--- config.mk ---
export PLATFORM = sky130hd
export DESIGN_NAME = gpio_port
export DESIGN_NICKNAME = d
export VERILOG_FILES = /design/src/rtl/gpio_pkg.sv /design/src/rtl/gpio_sync.sv /design/src/rtl/gpio_trig.sv /design/src/rtl/gpio_regs.sv /design/src/rtl/gpio_port.sv
export SDC_FILE = /design/constraint.sdc
export NUM_CORES = 1
export LEC_CHECK = 0
export ABC_CLOCK_PERIOD_IN_PS = 3200
export BUFFER_PORTS_ARGS = -buffer_cell sky130_fd_sc_hd__buf_2
export CAP_MARGIN = 15
export CORE_ASPECT_RATIO = 1.75
export CORE_MARGIN = 3
export CORE_UTILIZATION = 25
export CTS_BUF_LIST = sky130_fd_sc_hd__clkbuf_4 sky130_fd_sc_hd__clkbuf_8
export DETAILED_ROUTE_END_ITERATION = 12
export HOLD_SLACK_MARGIN = 0.05
export MAX_ROUTING_LAYER = met4
export RECOVER_POWER = 50
export SLEW_MARGIN = 20
export SYNTH_ARGS = -nofsm -noshare
export SYNTH_HDL_FRONTEND = slang
export SYNTH_SLANG_ARGS = --single-unit
--- constraint.sdc ---
create_clock -name clk -period 3.2 [get_ports clk]
set_input_delay 0.64 -clock clk [delete_from_list [all_inputs] [get_ports clk]]
set_output_delay 0.64 -clock clk [all_outputs]
set_load 0.005 [all_outputs]
--- src/rtl/gpio_pkg.sv ---
package gpio_pkg;

    localparam int NPINS  = 32;
    localparam int DW     = 32;
    localparam int AW     = 5;
    localparam int HALF   = NPINS / 2;

    localparam logic [AW-1:0] OFF_DATA = 5'h00;
    localparam logic [AW-1:0] OFF_DIR  = 5'h04;
    localparam logic [AW-1:0] OFF_PAD  = 5'h08;
    localparam logic [AW-1:0] OFF_TLO  = 5'h0C;
    localparam logic [AW-1:0] OFF_THI  = 5'h10;
    localparam logic [AW-1:0] OFF_MASK = 5'h14;
    localparam logic [AW-1:0] OFF_STAT = 5'h18;

    typedef enum logic [1:0] {
        TRIG_LOW  = 2'b00,
        TRIG_HIGH = 2'b01,
        TRIG_RISE = 2'b10,
        TRIG_FALL = 2'b11
    } trig_e;

    typedef struct packed {
        logic          wr;
        logic          rd;
        logic [AW-1:0] addr;
        logic [DW-1:0] wdata;
    } bus_req_t;

    typedef struct packed {
        logic [DW-1:0] data;
        logic [DW-1:0] dir;
        logic [DW-1:0] tlo;
        logic [DW-1:0] thi;
        logic [DW-1:0] mask;
        logic [DW-1:0] stat;
    } port_regs_t;

    function automatic logic trig_hit(trig_e mode, logic cur, logic prev);
        logic r;
        case (mode)
            TRIG_LOW:  r = ~cur;
            TRIG_HIGH: r = cur;
            TRIG_RISE: r = cur & ~prev;
            default:   r = ~cur & prev;
        endcase
        return r;
    endfunction

endpackage

--- src/rtl/gpio_sync.sv ---
module gpio_sync #(
    parameter int W      = 32,
    parameter int STAGES = 2
) (
    input  logic         clk,
    input  logic         rst,
    input  logic [W-1:0] d_async,
    output logic [W-1:0] q_cur,
    output logic [W-1:0] q_prev
);
    logic [STAGES:0][W-1:0] chain;

    assign chain[0] = d_async;

    for (genvar s = 1; s <= STAGES; s++) begin : g_stage
        always_ff @(posedge clk) begin
            if (rst) chain[s] <= '0;
            else     chain[s] <= chain[s-1];
        end
    end

    always_ff @(posedge clk) begin
        if (rst) q_prev <= '0;
        else     q_prev <= chain[STAGES];
    end

    assign q_cur = chain[STAGES];
endmodule

--- src/rtl/gpio_trig.sv ---
module gpio_trig
    import gpio_pkg::*;
#(
    parameter int PINS = NPINS
) (
    input  logic [PINS-1:0] cur,
    input  logic [PINS-1:0] prev,
    input  logic [DW-1:0]   cfg_lo,
    input  logic [DW-1:0]   cfg_hi,
    output logic [PINS-1:0] hit
);
    localparam int H = PINS / 2;

    for (genvar g = 0; g < PINS; g++) begin : g_pin
        trig_e mode;
        if (g < H) begin : g_lo
            assign mode = trig_e'(cfg_lo[2*g +: 2]);
        end else begin : g_hi
            assign mode = trig_e'(cfg_hi[2*(g-H) +: 2]);
        end
        assign hit[g] = trig_hit(mode, cur[g], prev[g]);
    end
endmodule

--- src/rtl/gpio_regs.sv ---
module gpio_regs
    import gpio_pkg::*;
(
    input  logic          clk,
    input  logic          rst,
    input  bus_req_t      req,
    input  logic [DW-1:0] pad_lvl,
    input  logic [DW-1:0] hit,
    output port_regs_t    regs,
    output logic [DW-1:0] clr,
    output logic [DW-1:0] rdata
);
    port_regs_t nxt;

    function automatic logic wsel(bus_req_t r, logic [AW-1:0] off);
        return r.wr && (r.addr == off);
    endfunction

    always_comb begin
        clr = wsel(req, OFF_STAT) ? req.wdata : '0;
        nxt = regs;
        if (wsel(req, OFF_DATA)) nxt.data = req.wdata;
        if (wsel(req, OFF_DIR))  nxt.dir  = req.wdata;
        if (wsel(req, OFF_TLO))  nxt.tlo  = req.wdata;
        if (wsel(req, OFF_THI))  nxt.thi  = req.wdata;
        if (wsel(req, OFF_MASK)) nxt.mask = req.wdata;
        nxt.stat = (regs.stat & ~clr) | hit;
    end

    always_ff @(posedge clk) begin
        if (rst) regs <= '0;
        else     regs <= nxt;
    end

    always_comb begin
        rdata = '0;
        if (req.rd) begin
            case (req.addr)
                OFF_DATA: rdata = regs.data;
                OFF_DIR:  rdata = regs.dir;
                OFF_PAD:  rdata = pad_lvl;
                OFF_TLO:  rdata = regs.tlo;
                OFF_THI:  rdata = regs.thi;
                OFF_MASK: rdata = regs.mask;
                OFF_STAT: rdata = regs.stat;
                default:  rdata = '0;
            endcase
        end
    end
endmodule

--- src/rtl/gpio_port.sv ---
module gpio_port
    import gpio_pkg::*;
#(
    parameter int SYNC_STAGES = 2
) (
    input  logic          clk,
    input  logic          rst,
    input  logic          bus_wr,
    input  logic          bus_rd,
    input  logic [4:0]    bus_addr,
    input  logic [31:0]   bus_wdata,
    output logic [31:0]   bus_rdata,
    input  logic [31:0]   pin_in,
    output logic [31:0]   pin_out,
    output logic [31:0]   pin_oe,
    output logic          irq
);
    bus_req_t      req;
    port_regs_t    regs;
    logic [DW-1:0] cur_w, prev_w, hit_w, clr_w;

    assign req = '{wr: bus_wr, rd: bus_rd, addr: bus_addr, wdata: bus_wdata};

    gpio_sync #(.W(NPINS), .STAGES(SYNC_STAGES)) u_sync (
        .clk(clk), .rst(rst), .d_async(pin_in), .q_cur(cur_w), .q_prev(prev_w)
    );

    gpio_trig #(.PINS(NPINS)) u_trig (
        .cur(cur_w), .prev(prev_w), .cfg_lo(regs.tlo), .cfg_hi(regs.thi), .hit(hit_w)
    );

    gpio_regs u_regs (
        .clk(clk), .rst(rst), .req(req), .pad_lvl(cur_w), .hit(hit_w),
        .regs(regs), .clr(clr_w), .rdata(bus_rdata)
    );

    assign pin_out = regs.data;
    assign pin_oe  = regs.dir;
    assign irq     = |(regs.stat & regs.mask);
endmodule

==> impl_metrics.toml, run 1 <==
[global_routing]
grt_pass1_wl_mm = 72.0
grt_max_degree = 85
antenna_found_initial = 1
grt_pass1_vias = 11298
grtUsageTotal_pct = 18.1
grt-ovfl-total = 0

[synthesis]
yosysWarnings = 0
avgSynthCellArea_sq_um = 8.27
synth_area_sq_um = 12900
syn_inst = 1555
synth_edf_count = 0
ys.flop_type = "dfxtp_1"
synth-seq-cells = 288
yosysSeqAreaShare_pct = 44.9
syn-num-nets = 1628
async_flop_share_pct = 0
synth_cell_types = 38

[pwr]
power_frac_clock_pct = 43.8
leakage_nw = 5.27
p_comb_share_pct = 6.6
intPower_mw = 5.68
switchingPower_mw = 1.92
switching_share_pct = 25.3
powerDensity_nw_per_um2 = 507
power_frac_seq_pct = 49.6
ir_drop_mv = 0.316

[die]
initial_core_util_pct = 25.3
coreArea_sq_um = 50700
dieArea_sq_um = 54300
io_pins = 170
die_y_um = 306
die_w_um = 177
std_cell_rows = 109

[timing]
fin_crit_sh_pct = 97.9
fmax_ghz = 0.319
final-setup-viol-count = 0
worst_pin_slew_ns = 1.94
setup_ws_ns = 0.0669
hold_viol_final = 0
fin_hold_ws_ns = 0.258
finalMaxSlewViolations = 85
rsz0062_at_grt = "no"
maxSlewHeadroom_pct = -29.4
post-route-min-period_ns = 3.13
setup_tns_ns = 0
finClkSkew_ns = 0.0257

[critical_path]
reg2reg_depth = 3
path_cells = "buf_2 -> or3b_2 -> a31o_2 -> buf_4 -> a211oi_1 -> buf_2"
worst-path-buf-inv = 3
start_kind = "input pin"
worstSetupPathType = "in -> out"
worstPathMaxFanout = 11
critPathRequiredTime_ns = 2.56
r2r_start = "u_sync.q_cur[15]"
cpMostUsedCell = "buf_2"
r2r_slack_ns = 1.77
r2r-end = "u_regs.regs[15]"
cp_slowest_cell = "or3b_2"
crit_path_end_kind = "output pin"
crit_family = "compound AO/OA/AOI/OAI gates"
critPathMaxStageDelay_ns = 0.52
worst_ep_arrival_time_ns = 2.49

[detailed_routing]
dr_total_vias = 11638
wl_per_cell_um = 21.0
vias_per_cell = 4.96
drtIter0Drc = 882
wl_mm = 49.3
ant_nets = 0
drcViolationCount = 0
first_pass_iters = 7

[worst_hold_path]
min_from = "pin_in[26]"
hold_depth = 2
hold-path-endpoint = "u_sync.chain[58]"
hp-class = "in -> reg"

[placed_design]
placed_area_sq_um = 14100
routabilityCongestion = 0.934
dp_hpwl_mm = 35.9
dpl_worst_slack_ns = 0.0811
port_buffers = 169

[clock_tree]
cts_root_buffer = "clkbuf_8"
cts_tree = "yes"
clock-sinks = 288
clock_path_buffers = 3
clk_latency_ns = 0.59
clk_pin_slew_worst_paths_ns = 0.06
htree_levels = 2
hold_buffers = 0
ctsResizeCount = 0
cts_inserted_buffers = 44
cts_setup_buffers = 0

[outcome]
failed_checks = "capacitance limit, slew limit"
status = "finished with violations"

[layout]
syn2layout_area_growth_pct = 16.5
design_area_sq_um = 15000
drive_gt1_share_pct = 18.4
nets = 1724

[job]
max_cap_viol_count = 1
cells in the mapped netlist, types with 33 or more instances:
cell type,instances,area share (%)
a21oi_1,207,8.1
dfxtp_1,288,45
buf_4,66,3.9
mux2_2,35,3.1
a22oi_1,34,2.0
nor2b_1,99,4.8
nand2_1,398,12
o21ai_0,96,3.7
clkbuf_1,67,2.0
nand3b_1,33,1.9
final cells by class:
class / instances / area, sq um
clock buffer: 70 / 882
timing repair buffer: 213 / 1210
antenna: 1 / 2.50
inverter: 33 / 124
fill: 5493 / 35800
tap: 666 / 833
multi-input combinational: 1071 / 6090
sequential: 288 / 5770
clock inverter: 6 / 62.6
power by group through the flow:
stage / clock [mW] / combinational, mW / sequential, mW
after CTS: 3.41 / 0.505 / 3.77
after detailed placement: 0 / 0.503 / 3.85
after global routing: 3.54 / 0.541 / 3.78
after global placement: 0 / 0.497 / 3.85
final: 3.33 / 0.501 / 3.77
after floorplan: 0 / 0.280 / 3.80
layer usage:
| layer | wire, um | track usage, % | part of all wire [%] |
|---|---|---|---|
| met1 | 17800 | 18.7 | 36 |
| met3 | 2650 | 2.83 | 5.4 |
| met5 | 0 | - | 0 |
| met4 | 3520 | 11.7 | 7.1 |
| met2 | 25300 | 31.6 | 51 |
sequential cells by signal (all words and copies together) (netlist names):
| signal | count |
|---|---|
| u_sync.q_prev | 32 |
| u_regs.regs | 192 |
| u_sync.chain | 32 |
| u_sync.q_cur | 32 |
cell families after synthesis:
logic type      synth area share [%]
simple gates                    21.5
mux                             6.61
compound gates                  19.1
flops                           44.9
buf+inv                         7.90
worst max path at each step:
stage	from	end	slack, ns	cells past startpoint
3_5_place_dp	bus_addr[1]	bus_rdata[31]	0.08	6
5_1_grt	rst	u_sync.q_cur[22]	0.03	3
4_1_cts	bus_addr[1]	bus_rdata[31]	0.08	6
3_3_place_gp	bus_addr[1]	bus_rdata[31]	0.12	6
6_report	bus_addr[1]	bus_rdata[31]	0.07	6
2_1_floorplan	bus_addr[1]	bus_rdata[11]	0.68	5
layout by cell type (no fill, tap or decap), types with 8 or more instances in the layout:
cell and count:
a21oi_1 207, a22oi_1 34, a32oi_1 17, buf_12 8
buf_2 135, buf_4 30, clkbuf_1 38, clkbuf_4 13
clkbuf_8 57, dfxtp_1 288, inv_1 32, mux2_2 35
mux2i_1 14, mux4_2 14, nand2_1 398, nand2b_1 32
nand3b_1 33, nor2b_1 99, o211ai_1 32, o21ai_0 96
o221ai_1 17, o2bb2ai_1 13
through the flow:
stage / util (%) / total power, mW / cells
after detailed placement: 27.8 / 4.35 / 2271
after global placement: 27.8 / 4.34 / 2271
after CTS: 29.7 / 7.68 / 2347
after global routing: 29.5 / 7.86 / 2348
after floorplan: - / 4.08 / 1555
final: 29.5 / 7.60 / 2348
Power figures use the tool's default switching activity.
==> run 2: changes to the inputs <==
==> constraint.sdc (replaced) <==
create_clock -name clk -period 3.2 [get_ports clk]
set_input_delay 0.16 -clock clk [delete_from_list [all_inputs] [get_ports clk]]
set_output_delay 0.16 -clock clk [all_outputs]
set_load 0.005 [all_outputs]
==> run 2 against run 1 <==
Net effect:
- the run still ends with capacitance limit, slew limit left
- routed wire length is essentially flat
- setup slack better by 0.48 ns
- design area grew 3.1%
- utilization up 0.93 points
- clock-buffer cell count is 1 higher
- hold slack got worse by 0.086 ns
- flip-flop and latch count is the same
- critical path depth is 3 lower
- global-route usage fell by 0.13 points
- sequential share of layout area shrank 1.2 points
- die area is the same
- largest power group unchanged
==> impl_metrics.toml, run 2 (same netlist as run 1, synthesis figures left out) <==
[critical_path]
crit_path_end_kind = "register"
worst_ep_arrival_time_ns = 3.07
worstSetupPathType = "in -> reg"
critPathRequiredTime_ns = 3.62
r2r_slack_ns = 1.73
worstPathMaxFanout = 118
start_kind = "input pin"

[timing]
setup_ws_ns = 0.549
setup_tns_ns = 0
worst_pin_slew_ns = 2.75
hold_viol_final = 0
final-setup-viol-count = 0
maxSlewHeadroom_pct = -83.3
fmax_ghz = 0.377
fin_crit_sh_pct = 82.8
post-route-min-period_ns = 2.65
finalMaxSlewViolations = 118
finClkSkew_ns = 0.0150
rsz0062_at_grt = "no"

[global_routing]
grtUsageTotal_pct = 18.0
grt_pass1_wl_mm = 72.1
antenna_found_initial = 1
grt-ovfl-total = 0
grt_pass1_vias = 11695
grt_max_degree = 119

[clock_tree]
clock-sinks = 288
clk_latency_ns = 0.58
clock_path_buffers = 3
cts_root_buffer = "clkbuf_8"
clk_pin_slew_worst_paths_ns = 0.07
cts_tree = "yes"
cts_inserted_buffers = 42
htree_levels = 2

[placed_design]
dpl_worst_slack_ns = 0.679
routabilityCongestion = 0.914
placed_area_sq_um = 14000
port_buffers = 169
dp_hpwl_mm = 35.4

[pwr]
p_comb_share_pct = 7.2
powerDensity_nw_per_um2 = 490
power_frac_seq_pct = 49.8
switching_share_pct = 24.5
finalPower_mw = 7.57
intPower_mw = 5.72
ir_drop_mv = 0.193
leakage_nw = 5.41
power_frac_clock_pct = 43.0
switchingPower_mw = 1.85

[die]
coreArea_sq_um = 50700
initial_core_util_pct = 25.3
die_w_um = 177
std_cell_rows = 109
die_y_um = 306
dieArea_sq_um = 54300
io_pins = 170

[worst_hold_path]
hp-class = "in -> reg"

[detailed_routing]
drtIter0Drc = 835
vias_per_cell = 5.00
dr_total_vias = 11972
drcViolationCount = 0
ant_nets = 0
wl_mm = 49.3
first_pass_iters = 5
wl_per_cell_um = 20.6

[layout]
drive_gt1_share_pct = 16.3
layout_common_cells = "nand2_1, dfxtp_1, a21oi_1, buf_2, nor2b_1"
final_common_cell = "nand2_1"
design_area_sq_um = 15400
nets = 1773
largest_register_ffs = 192
top_register = "u_regs.regs"
syn2layout_area_growth_pct = 20.2

[outcome]
failed_checks = "capacitance limit, slew limit"
status = "finished with violations"

[job]
max_cap_viol_count = 1
[run 2: cell count changes in the layout (fill, tap and decap cells not counted), sizes merged]
cell | previous run | this run
clkinvlp | 3 | 0
clkinv | 3 | 2
buf | 173 | 149
dlygate4sd3 | 0 | 64
clkbuf | 110 | 122
[run 2: power groups by stage]
stage	Clock, mW	Combinational, mW	Sequential (mW)
after floorplan	0	0.280	3.80
after global placement	0	0.475	3.85
after detailed placement	0	0.484	3.85
after CTS	3.34	0.546	3.77
after global routing	3.46	0.587	3.78
final	3.25	0.545	3.77
[run 2: cell type report]
type | instances | area (sq um)
well taps | 666 | 833
flip-flops and latches | 288 | 5770
repair buffers | 264 | 1700
fillers | 5482 | 35300
clock buffers | 71 | 890
clock inverters | 2 | 35.0
multi-input cells | 1071 | 6090
inverters | 33 | 124
diodes | 1 | 2.50
[run 2: critical path, stage by stage]
cell	delay (ns)
clkbuf_2	1.86
clkbuf_1	0.77
nor2b_1	0.14
[run 2: per-layer routing]
metal,wire [um],track usage [%],vias up
met3,2600,2.38,167
met2,25000,31.3,487
met5,0,-,-
li1,-,-,5559
met1,18200,18.9,5759
met4,3540,11.7,0
[run 2: final timing paths]
| check | from | end | cells after the start |
|---|---|---|---|
| worst min-delay path | bus_addr[0] | u_regs.regs[191] | 5 |
| worst max-delay path | rst | u_sync.chain[55] | 3 |
| worst max register to register | u_sync.q_cur[16] | u_regs.regs[16] | 3 |
| worst min register to register | u_sync.chain[50] | u_sync.q_cur[18] | 1 |
[run 2: per-stage QoR]
stage / hold WS, ns / std cells / utilization [%]
6_report: 0.172 / 2396 / 30.4
4_1_cts: 0.137 / 2395 / 30.6
5_1_grt: 0.187 / 2396 / 30.4
3_3_place_gp: 0.374 / 2258 / 27.5
2_1_floorplan: 0.288 / 1555 / -
3_5_place_dp: 0.377 / 2258 / 27.5
[run 2: what timing repair did]
item / CTS / global route
buffers inserted: 0 / 0
endpoints found under the hold margin: 222 / 0
hold buffers: 64 / 0
gates resized for setup: 0 / 0
